$ cat src/rtl/wc_pkg.sv
package wc_pkg;
    typedef enum logic [1:0] {
        ST_IDLE  = 2'd0,
        ST_ISSUE = 2'd1,
        ST_DONE  = 2'd2
    } wc_state_e;
endpackage

$ cat src/rtl/wc_lane_align.sv
module wc_lane_align #(
    parameter int LANES     = 32,
    parameter int AW        = 32,
    parameter int BIG_LG2   = 7,
    parameter int SMALL_LG2 = 5
) (
    input  logic              big,
    input  logic [LANES*AW-1:0] addr_in,
    output logic [LANES*AW-1:0] base_out
);
    localparam logic [AW-1:0] KEEP_BIG   = {AW{1'b1}} << BIG_LG2;
    localparam logic [AW-1:0] KEEP_SMALL = {AW{1'b1}} << SMALL_LG2;

    logic [AW-1:0] keep;
    assign keep = big ? KEEP_BIG : KEEP_SMALL;

    for (genvar g = 0; g < LANES; g++) begin : g_lane
        assign base_out[g*AW +: AW] = addr_in[g*AW +: AW] & keep;
    end
endmodule

$ cat src/rtl/wc_leader_pick.sv
module wc_leader_pick #(
    parameter int LANES = 32,
    parameter int AW    = 32,
    localparam int IW   = $clog2(LANES)
) (
    input  logic [LANES-1:0]    pending,
    input  logic [LANES*AW-1:0] base_in,
    output logic [IW-1:0]       leader,
    output logic [AW-1:0]       leader_base,
    output logic [LANES-1:0]    match
);
    always_comb begin
        leader = '0;
        for (int i = LANES - 1; i >= 0; i--) begin
            if (pending[i]) leader = IW'(i);
        end
    end

    assign leader_base = base_in[leader*AW +: AW];

    for (genvar g = 0; g < LANES; g++) begin : g_cmp
        assign match[g] = pending[g] && (base_in[g*AW +: AW] == leader_base);
    end
endmodule

$ cat src/rtl/wc_coalescer.sv
module wc_coalescer
    import wc_pkg::*;
#(
    parameter int LANES     = 32,
    parameter int AW        = 32,
    parameter int BIG_LG2   = 7,
    parameter int SMALL_LG2 = 5
) (
    input  logic                            clk,
    input  logic                            rst_n,
    input  logic                            warp_valid,
    output logic                            warp_ready,
    input  logic                            warp_cached,
    input  logic [LANES-1:0]                warp_lane_valid,
    input  logic [LANES*AW-1:0]             warp_addr,
    output logic                            req_valid,
    input  logic                            req_ready,
    output logic [AW-1:0]                   req_addr,
    output logic                            done,
    output logic [LANES*$clog2(LANES)-1:0]  lane_seg,
    output logic [$clog2(LANES+1)-1:0]      seg_count
);
    localparam int IW = $clog2(LANES);
    localparam int CW = $clog2(LANES + 1);

    wc_state_e          state_q, state_d;
    logic [LANES-1:0]   pending_q;
    logic [LANES*AW-1:0] base_q;
    logic [LANES*AW-1:0] base_in;
    logic               big_q;
    logic [LANES*IW-1:0] seg_q;
    logic [CW-1:0]      cnt_q;

    logic [IW-1:0]      leader;
    logic [AW-1:0]      leader_base;
    logic [LANES-1:0]   match;
    logic               accept;
    logic               hs;

    wc_lane_align #(
        .LANES(LANES), .AW(AW), .BIG_LG2(BIG_LG2), .SMALL_LG2(SMALL_LG2)
    ) u_align (
        .big      (warp_cached),
        .addr_in  (warp_addr),
        .base_out (base_in)
    );

    wc_leader_pick #(
        .LANES(LANES), .AW(AW)
    ) u_pick (
        .pending     (pending_q),
        .base_in     (base_q),
        .leader      (leader),
        .leader_base (leader_base),
        .match       (match)
    );

    assign accept = warp_valid && (state_q == ST_IDLE);
    assign hs     = req_ready && (state_q == ST_ISSUE);

    // state register
    always_ff @(posedge clk or negedge rst_n) begin
        if (!rst_n) state_q <= ST_IDLE;
        else        state_q <= state_d;
    end

    // transitions
    always_comb begin
        state_d = state_q;
        unique case (state_q)
            ST_IDLE: begin
                if (warp_valid)
                    state_d = (warp_lane_valid == '0) ? ST_DONE : ST_ISSUE;
            end
            ST_ISSUE: begin
                if (req_ready && ((pending_q & ~match) == '0))
                    state_d = ST_DONE;
            end
            ST_DONE:  state_d = ST_IDLE;
            default:  state_d = ST_IDLE;
        endcase
    end

    // outputs
    always_comb begin
        warp_ready = 1'b0;
        req_valid  = 1'b0;
        done       = 1'b0;
        unique case (state_q)
            ST_IDLE:  warp_ready = 1'b1;
            ST_ISSUE: req_valid  = 1'b1;
            ST_DONE:  done       = 1'b1;
            default:  ;
        endcase
        req_addr  = leader_base;
        lane_seg  = seg_q;
        seg_count = cnt_q;
    end

    // warp capture and per-issue bookkeeping
    always_ff @(posedge clk or negedge rst_n) begin
        if (!rst_n) begin
            pending_q <= '0;
            base_q    <= '0;
            big_q     <= 1'b0;
            seg_q     <= '0;
            cnt_q     <= '0;
        end else if (accept) begin
            pending_q <= warp_lane_valid;
            base_q    <= base_in;
            big_q     <= warp_cached;
            seg_q     <= '0;
            cnt_q     <= '0;
        end else if (hs) begin
            pending_q <= pending_q & ~match;
            cnt_q     <= cnt_q + CW'(1);
            for (int i = 0; i < LANES; i++) begin
                if (match[i]) seg_q[i*IW +: IW] <= cnt_q[IW-1:0];
            end
        end
    end

    // assertions
    p_aligned_r1: assert property (@(posedge clk) disable iff (!rst_n)
        req_valid |-> (big_q ? (req_addr[BIG_LG2-1:0] == '0)
                             : (req_addr[SMALL_LG2-1:0] == '0)));

    p_shrink_r2: assert property (@(posedge clk) disable iff (!rst_n)
        (req_valid && req_ready) |=> ($countones(pending_q) < $past($countones(pending_q))));

    p_empty_r5: assert property (@(posedge clk) disable iff (!rst_n)
        (warp_valid && warp_ready && (warp_lane_valid == '0)) |=> (done && (seg_count == '0)));

    p_hold_r6: assert property (@(posedge clk) disable iff (!rst_n)
        (req_valid && !req_ready) |=> (req_valid && $stable(req_addr)));

    p_release_r7: assert property (@(posedge clk) disable iff (!rst_n)
        done |=> (warp_ready && !done));

    p_count_r9: assert property (@(posedge clk) disable iff (!rst_n)
        seg_count <= CW'(LANES));
endmodule

$ cat config.mk
export PLATFORM = sky130hd
export DESIGN_NAME = wc_coalescer
export DESIGN_NICKNAME = d
export VERILOG_FILES = /design/src/rtl/wc_pkg.sv /design/src/rtl/wc_lane_align.sv /design/src/rtl/wc_leader_pick.sv /design/src/rtl/wc_coalescer.sv
export SDC_FILE = /design/constraint.sdc
export NUM_CORES = 2
export LEC_CHECK = 0
export BUFFER_PORTS_ARGS = -buffer_cell sky130_fd_sc_hd__buf_2
export CORE_MARGIN = 8
export CORE_UTILIZATION = 35
export DETAILED_ROUTE_END_ITERATION = 12
export SETUP_SLACK_MARGIN = 0.15
export SLEW_MARGIN = 20
export SYNTH_ARGS = -nofsm -noshare
export SYNTH_HDL_FRONTEND = slang
export SYNTH_HIERARCHICAL = 1
export SYNTH_SLANG_ARGS = --single-unit
$ cat constraint.sdc
create_clock -name clk -period 6.42 [get_ports clk]
set_clock_uncertainty 0.05 [all_clocks]
set_input_delay 1.284 -clock clk [delete_from_list [all_inputs] [get_ports clk]]
set_output_delay 1.284 -clock clk [all_outputs]
set_load 0.005 [all_outputs]
# --- Word level (Yosys, flattened, before mapping) ---
# Cells that the tools add are included.
# Widths: inputs -> output; s select.
classes:
  addsub: 1
  multipliers: 0
  div: 0
  magnitude_cmp: 0
  n_eq_ne: 36
  shift: 1
  n_mux: 78
  n_bitwise: 34
  n_reduce_logical: 104
ops:
  columns: ["cell", "n"]
  rows:
  - ["$and 32x32->32", 33]
  - ["$eq 32x32->1", 32]
  - ["$shiftx 1024x11->32", 1]
  - ["$mux 160", 2]
  - ["$mux 5", 64]
  - ["$reduce_and 2->1", 33]
  - ["$reduce_bool 2->1", 33]
  - ["$logic_not 32->1", 2]
  - ["$mux 32", 2]
  - ["$logic_and 1x1->1", 35]
  - ["$not 32->32", 1]
  - ["$mux 6", 2]
  - ["$mux 7", 1]
  - ["$add 6x1->6 const B", 1]
  - ["$mux 2", 3]
  - ["$pmux 2 s2", 1]
  - ["$mux 1", 3]
  - ["$eq 2x1->1 const B", 1]
  - ["$eq 2x2->1 const B", 1]
  - ["$logic_not 2->1", 1]
  - ["$ne 2x1->1 const B", 1]
  - ["$ne 2x2->1 const B", 1]
totals:
  regBits: 1224
  latch_bits: 0
  mem_bits_rw: 0
  romBits: 0
  in_bits: 1061
  out_inout_bits: 201
  word_cells: 290
  mem_count: 0

# --- Depth between registers and ports, before layout ---
depth:
  word_depth: 41
  mapped_depth: 24
  mapped_depth_nobuf: 20

# --- Hierarchy ---
# The synthesis kept the hierarchy.
by_module_without_submodules:
  columns: ["mod", "instances", "cells_per_inst", "area_per_inst_um2", "seq_area_each_um2"]
  rows:
  - ["wc_coalescer", 1, 5282, 46829.9, 30629.4]
  - ["wc_leader_pick", 1, 4290, 29455.8, 0.0]
  - ["wc_lane_align", 1, 1032, 7847.5, 0.0]

# --- Worst setup path before layout ---
# OpenSTA, ideal clock, no wires.
synth_path:
  kind: "reg2reg"
  start: "reg pending_q[7]"
  end: "reg state_q[0]"
  setup_ps: 136
  arrival_time_ps: 5695
  required_ps: 6234
  setup_slack_ps: 539
  path_stages_with_launch: 21
  path_buffers: 3
  synth_period_minus_slack_ps: 5881
  path_cell_list: "dfrtp_1 > nor2b_1 > or4_4 > or4_1 > o2111ai_2 > buf_2 > buf_2 > buf_2 > a221oi_1 > o21ai_0 > nand4_1 > mux2i_1 > xnor2_1 > nand4_1 > or4_1 > nor4_1 > nor2b_1 > a2111oi_2 > nand4_1 > nor4_2 > o22ai_1"
synth_between:
  elab_chain_cells: 17
  elab_cells_between_ends: 79
  classes_between: "33 x eq/ne; 1 x shift; 8 x mux; 2 x bitwise; 35 x reduce/logical"
synth_rtl:
  columns: ["item", "line", "text"]
  rows:
  - ["from (decl)", "wc_coalescer.sv:27", "logic [LANES-1:0] pending_q;"]
  - ["from (signal assigned)", "wc_coalescer.sv:109", "pending_q <= warp_lane_valid;"]
  - ["from (signal assigned)", "wc_coalescer.sv:115", "pending_q <= pending_q & ~match;"]
  - ["$mux 5 (8 in series)", "wc_leader_pick.sv:15", "if (pending[i]) leader = IW'(i);"]
  - ["$shiftx 1024x11->32", "wc_leader_pick.sv:19", "assign leader_base = base_in[leader*AW +: AW];"]
  - ["net req_addr[0]", "wc_coalescer.sv:18", "output logic [AW-1:0] req_addr,"]
  - ["$eq 32x32->1", "wc_leader_pick.sv:22", "assign match[g] = pending[g] && (base_in[g*AW +: AW] == leader_base);"]
  - ["$logic_and 1x1->1", "wc_leader_pick.sv:22", null]
  - ["net match[8]", "wc_coalescer.sv:36", "logic [LANES-1:0] match;"]
  - ["$not 32->32", "wc_coalescer.sv:76", "if (req_ready && ((pending_q & ~match) == '0))"]
  - ["$and 32x32->32", "wc_coalescer.sv:76", null]
  - ["$logic_not 32->1", "wc_coalescer.sv:76", null]
  - ["$logic_and 1x1->1", "wc_coalescer.sv:76", null]
  - ["$ne 2x1->1 (no source line)", null, null]
  - ["$reduce_and 2->1 (no source line)", null, null]
  - ["to (signal assigned)", "wc_coalescer.sv:64", "else state_q <= state_d;"]
  - ["to (decl)", "wc_coalescer.sv:26", "wc_state_e state_q, state_d;"]
# The timed path passes the listed nets, and every way through them passes these cells.
# A chain may end at the register's enable or synchronous reset.

# --- Final worst setup path ---
layout_path:
  start: "reg pending_q[18]"
  end: "reg state_q[0]"
layout_between:
  elab_chain_cells: 28
  elab_cells_between_ends: 90
  classes_between: "33 x eq/ne; 1 x shift; 19 x mux; 2 x bitwise; 35 x reduce/logical"
layout_rtl:
  columns: ["item", "line"]
  rows:
  - ["$mux 5 (19 in series)", "wc_leader_pick.sv:15"]
  - ["$shiftx 1024x11->32", "wc_leader_pick.sv:19"]
  - ["$eq 32x32->1", "wc_leader_pick.sv:22"]
  - ["$logic_and 1x1->1", "wc_leader_pick.sv:22"]
  - ["net match[23]", "wc_coalescer.sv:36"]
  - ["$not 32->32", "wc_coalescer.sv:76"]
  - ["$and 32x32->32", "wc_coalescer.sv:76"]
  - ["$logic_not 32->1", "wc_coalescer.sv:76"]
  - ["$logic_and 1x1->1", "wc_coalescer.sv:76"]
  - ["$ne 2x1->1 (no source line)", null]
  - ["$reduce_and 2->1 (no source line)", null]
# The timed path passes the listed nets, and every way through them passes these cells.

==> flow_metrics.py <==
metrics = {
    "worst_setup_path": {
        "path_class": "reg -> reg",
        "required_ps": 7080,
        "r2r-start": "pending_q[18]",
        "end_kind": "register",
        "crit_slowest_cell": "nor4_2",
        "setup.worst_path.start_class": "register",
        "cp_data_arrival_time_ps": 7340,
        "max_stage_delay_ps": 450,
        "path_delay_family": "simple AND/OR/NAND/NOR gates",
        "path_max_fanout": 7,
        "cp_num_buf_inv": 10,
        "crit_path_start": "pending_q[18]",
        "critPathMostFrequentCell": "buf_4",
    },
    "final_layout": {
        "stdcell_area_um2": 105000,
        "num-nets-final": 12800,
        "final_cell_mix": "nand2_1 (3,531), dfrtp_1 (1,223), buf_4 (1,109)",
        "syn2layout_area_growth_pct": 25.4,
        "final-seq-area_um2": 30600,
        "final_common_cell": "nand2_1",
        "utilization": 0.440,
        "nFillCells": 24500,
        "drive_gt1_frac": 0.267,
        "multi_input_area_um2": 45500,
    },
    "timing": {
        "period_share": 1.04,
        "setup_viol": 4,
        "fmax_mhz": 150,
        "slew-limit-headroom": 0.293,
        "report.final.slew_viol_count": 0,
        "hold_slack_ps": 387,
        "fin_ws_ps": -260,
        "grt_setup_unrepaired": "yes",
        "hold_viol_final": 0,
        "worstMarginPinSlew_ps": 1060,
        "fin_crit_ps": 6680,
    },
    "detailed_routing": {
        "dr.pass1.iters": 9,
        "wire_per_inst_um": 35.7,
        "drc": 0,
        "drtIter0Drc": 13400,
        "viasPerCell": 5.80,
        "ant_nets": 0,
        "routed-via-count": 87800,
        "wirelength_um": 539000,
    },
    "cts": {
        "numCtsBuffers": 142,
        "clk_pin_slew_ps": 60,
        "clk_latency_ps": 880,
        "ctsHtreeMaxLevel": 4,
        "clock_sinks": 1224,
        "cts_tree": "built",
        "cts_root_buf": "clkbuf_16",
        "clock_path_buffers": 3,
    },
    "logic_synthesis": {
        "synthSimpleGateAreaFrac": 0.250,
        "syn_area_per_cell_um2": 7.93,
        "synth_compound_area_frac": 0.120,
        "synth.distinct_cells": 88,
        "synth_ff_type": "dfrtp_1",
        "synthAdderAreaFrac": 0.000149,
        "synthCells": 10600,
        "synth-edff-count": 0,
        "yosys.area_share.xor_xnor": 0.125,
        "seq_area_frac_synth": 0.364,
        "synthMuxAreaShare": 0.0121,
        "syn_area_um2": 84100,
        "ys.warnings.count": 6,
        "yosys_register_bits": 1224,
        "synth_top_family_by_area": "simple AND/OR/NAND/NOR gates",
        "postSynth.asyncResetShare": 1.00,
    },
    "floorplan": {
        "fp-row-count": 180,
        "die_h_um": 506,
        "start_util": 0.351,
        "ioPinCount": 1262,
        "fp.dieW_um": 506,
        "core-area_um2": 240000,
        "die_area_um2": 256000,
    },
    "run_status": {
        "status": "finished with violations",
        "violations": "negative setup slack",
    },
    "place": {
        "hpwlAfterDp_um": 423000,
        "finalWeightedCongestion": 1.10,
        "place_area_um2": 96400,
        "pre_cts_ws_ps": -687,
        "io_buffers": 1101,
    },
    "grt": {
        "busiest_layer": "met2",
        "antenna_found_initial": 139,
        "met1_usage": 0.501,
        "track_usage": 0.398,
        "met3_usage": 0.145,
        "grt_max_degree": 186,
        "grt_pass1_vias": 82500,
        "grt_pass1_wl_um": 713000,
        "grt-ovfl-total": 0,
        "grt_util_met2": 0.579,
    },
    "hold_path": {
        "min_path_type": "in -> async",
    },
    "flow_run": {
        "max-cap-violations": 0,
    },
}
[cell usage after synthesis, drive strengths merged, types with 6 or more instances]
library cell | number | area [um^2]
nor2 | 119 | 449
a311oi | 6 | 52.6
xnor2 | 610 | 5340
nand2b | 6 | 37.5
a32oi | 6 | 52.6
mux2i | 85 | 858
or3 | 15 | 93.8
o22ai | 32 | 200
a31oi | 52 | 325
o221ai | 32 | 280
nor4 | 160 | 1020
mux2 | 6 | 67.6
or4 | 22 | 169
o21ai | 298 | 1490
a22oi | 18 | 135
dfrtp | 1224 | 30600
a211oi | 38 | 285
a221oi | 388 | 3400
a21o | 12 | 90.1
a211o | 12 | 105
nor3 | 71 | 365
and3 | 8 | 50.1
o211ai | 30 | 225
nor2b | 93 | 739
o2111ai | 56 | 522
a22o | 7 | 61.3
and4 | 8 | 70.1
o311ai | 8 | 70.1
clkbuf | 300 | 1130
xor2 | 589 | 5160
nand2 | 3542 | 13300
and2 | 358 | 2240
a21oi | 336 | 1680
nand4 | 144 | 907
or2 | 7 | 43.8
o2bb2ai | 8 | 70.1
o31ai | 10 | 75.1
a2111oi | 37 | 362
a221o | 15 | 150
nand3 | 297 | 1490
inv | 75 | 282
a2bb2oi | 13 | 114
buf | 1397 | 9430
[per-layer routing]
layer	up-vias	wire length (um)	share of wire
met1	42800	207000	0.38
met3	1827	67400	0.13
met4	94	43200	0.080
li1	36700	-	-
met5	-	590	0.0011
met2	6350	221000	0.41
[worst register-to-register path, delay by kind of cell, from the launching register on]
kind | cells | cell delay [ps]
AOI/OAI and AO/OA | 5 | 1070
xor gates and xnor gates | 1 | 140
buffers and inverters | 10 | 1870
DFF | 1 | 420
and+or+nand+nor | 9 | 3020
[final timing paths]
| check | to | cells after the start | slack [ps] |
|---|---|---|---|
| min in group clk | base_q[0] | 2 | 420 |
| max in group asynchronous | base_q[309] | 2 | 4450 |
| min reg2reg | base_q[0] | 2 | 420 |
| min | lane_seg[106] | 1 | 390 |
| max | state_q[0] | 25 | -260 |
| max reg2reg | state_q[0] | 25 | -260 |
[cell type report]
type	count	area share
Inverter	76	0.00343
Sequential cell	1224	0.290
Antenna cell	68	0.00161
Timing Repair Buffer	2544	0.189
Tap cell	3185	0.0378
Multi-Input combinational cell	7766	0.431
Timing Repair inverter	1	0.0000830
Clock buffer	202	0.0389
Clock inverter	58	0.00778
[logic make-up (layout without fill, tap and decap cells)]
| logic type | after synthesis | after routing |
|---|---|---|
| simple gates | 4861 | 4861 |
| buf+inv | 1773 | 2881 |
| compound gates | 1450 | 1450 |
| flops | 1224 | 1224 |
| xor+xnor | 1199 | 1199 |
| mux | 95 | 95 |
| fa+ha+maj | 1 | 1 |
| other cells | 1 | 228 |
[flip-flops by register name, summed over array words and instances, names as in the netlist]
name	count
pending_q	32
lane_seg	160
seg_count	6
state_q	2
base_q	1024
[stage by stage]
| step | std cells | setup TNS (ps) |
|---|---|---|
| finish | 15100 | -646 |
| detailed placement | 14600 | -6500 |
| CTS | 15000 | -206 |
| floorplan | 10800 | 0 |
| global route | 15100 | -458 |
| global placement | 14600 | -6580 |
[repair_timing]
item | CTS | global route
setup endpoints to repair | 139 | 87
hold buffers | 0 | 0
pin swaps | 59 | 84
buffers inserted | 75 | 62
gates resized for setup | 310 | 275
gates cloned | 11 | 9
Power is left out: the tool's default activity adds up to more than one toggle a clock period on the data nets, which glitch-free logic cannot reach.
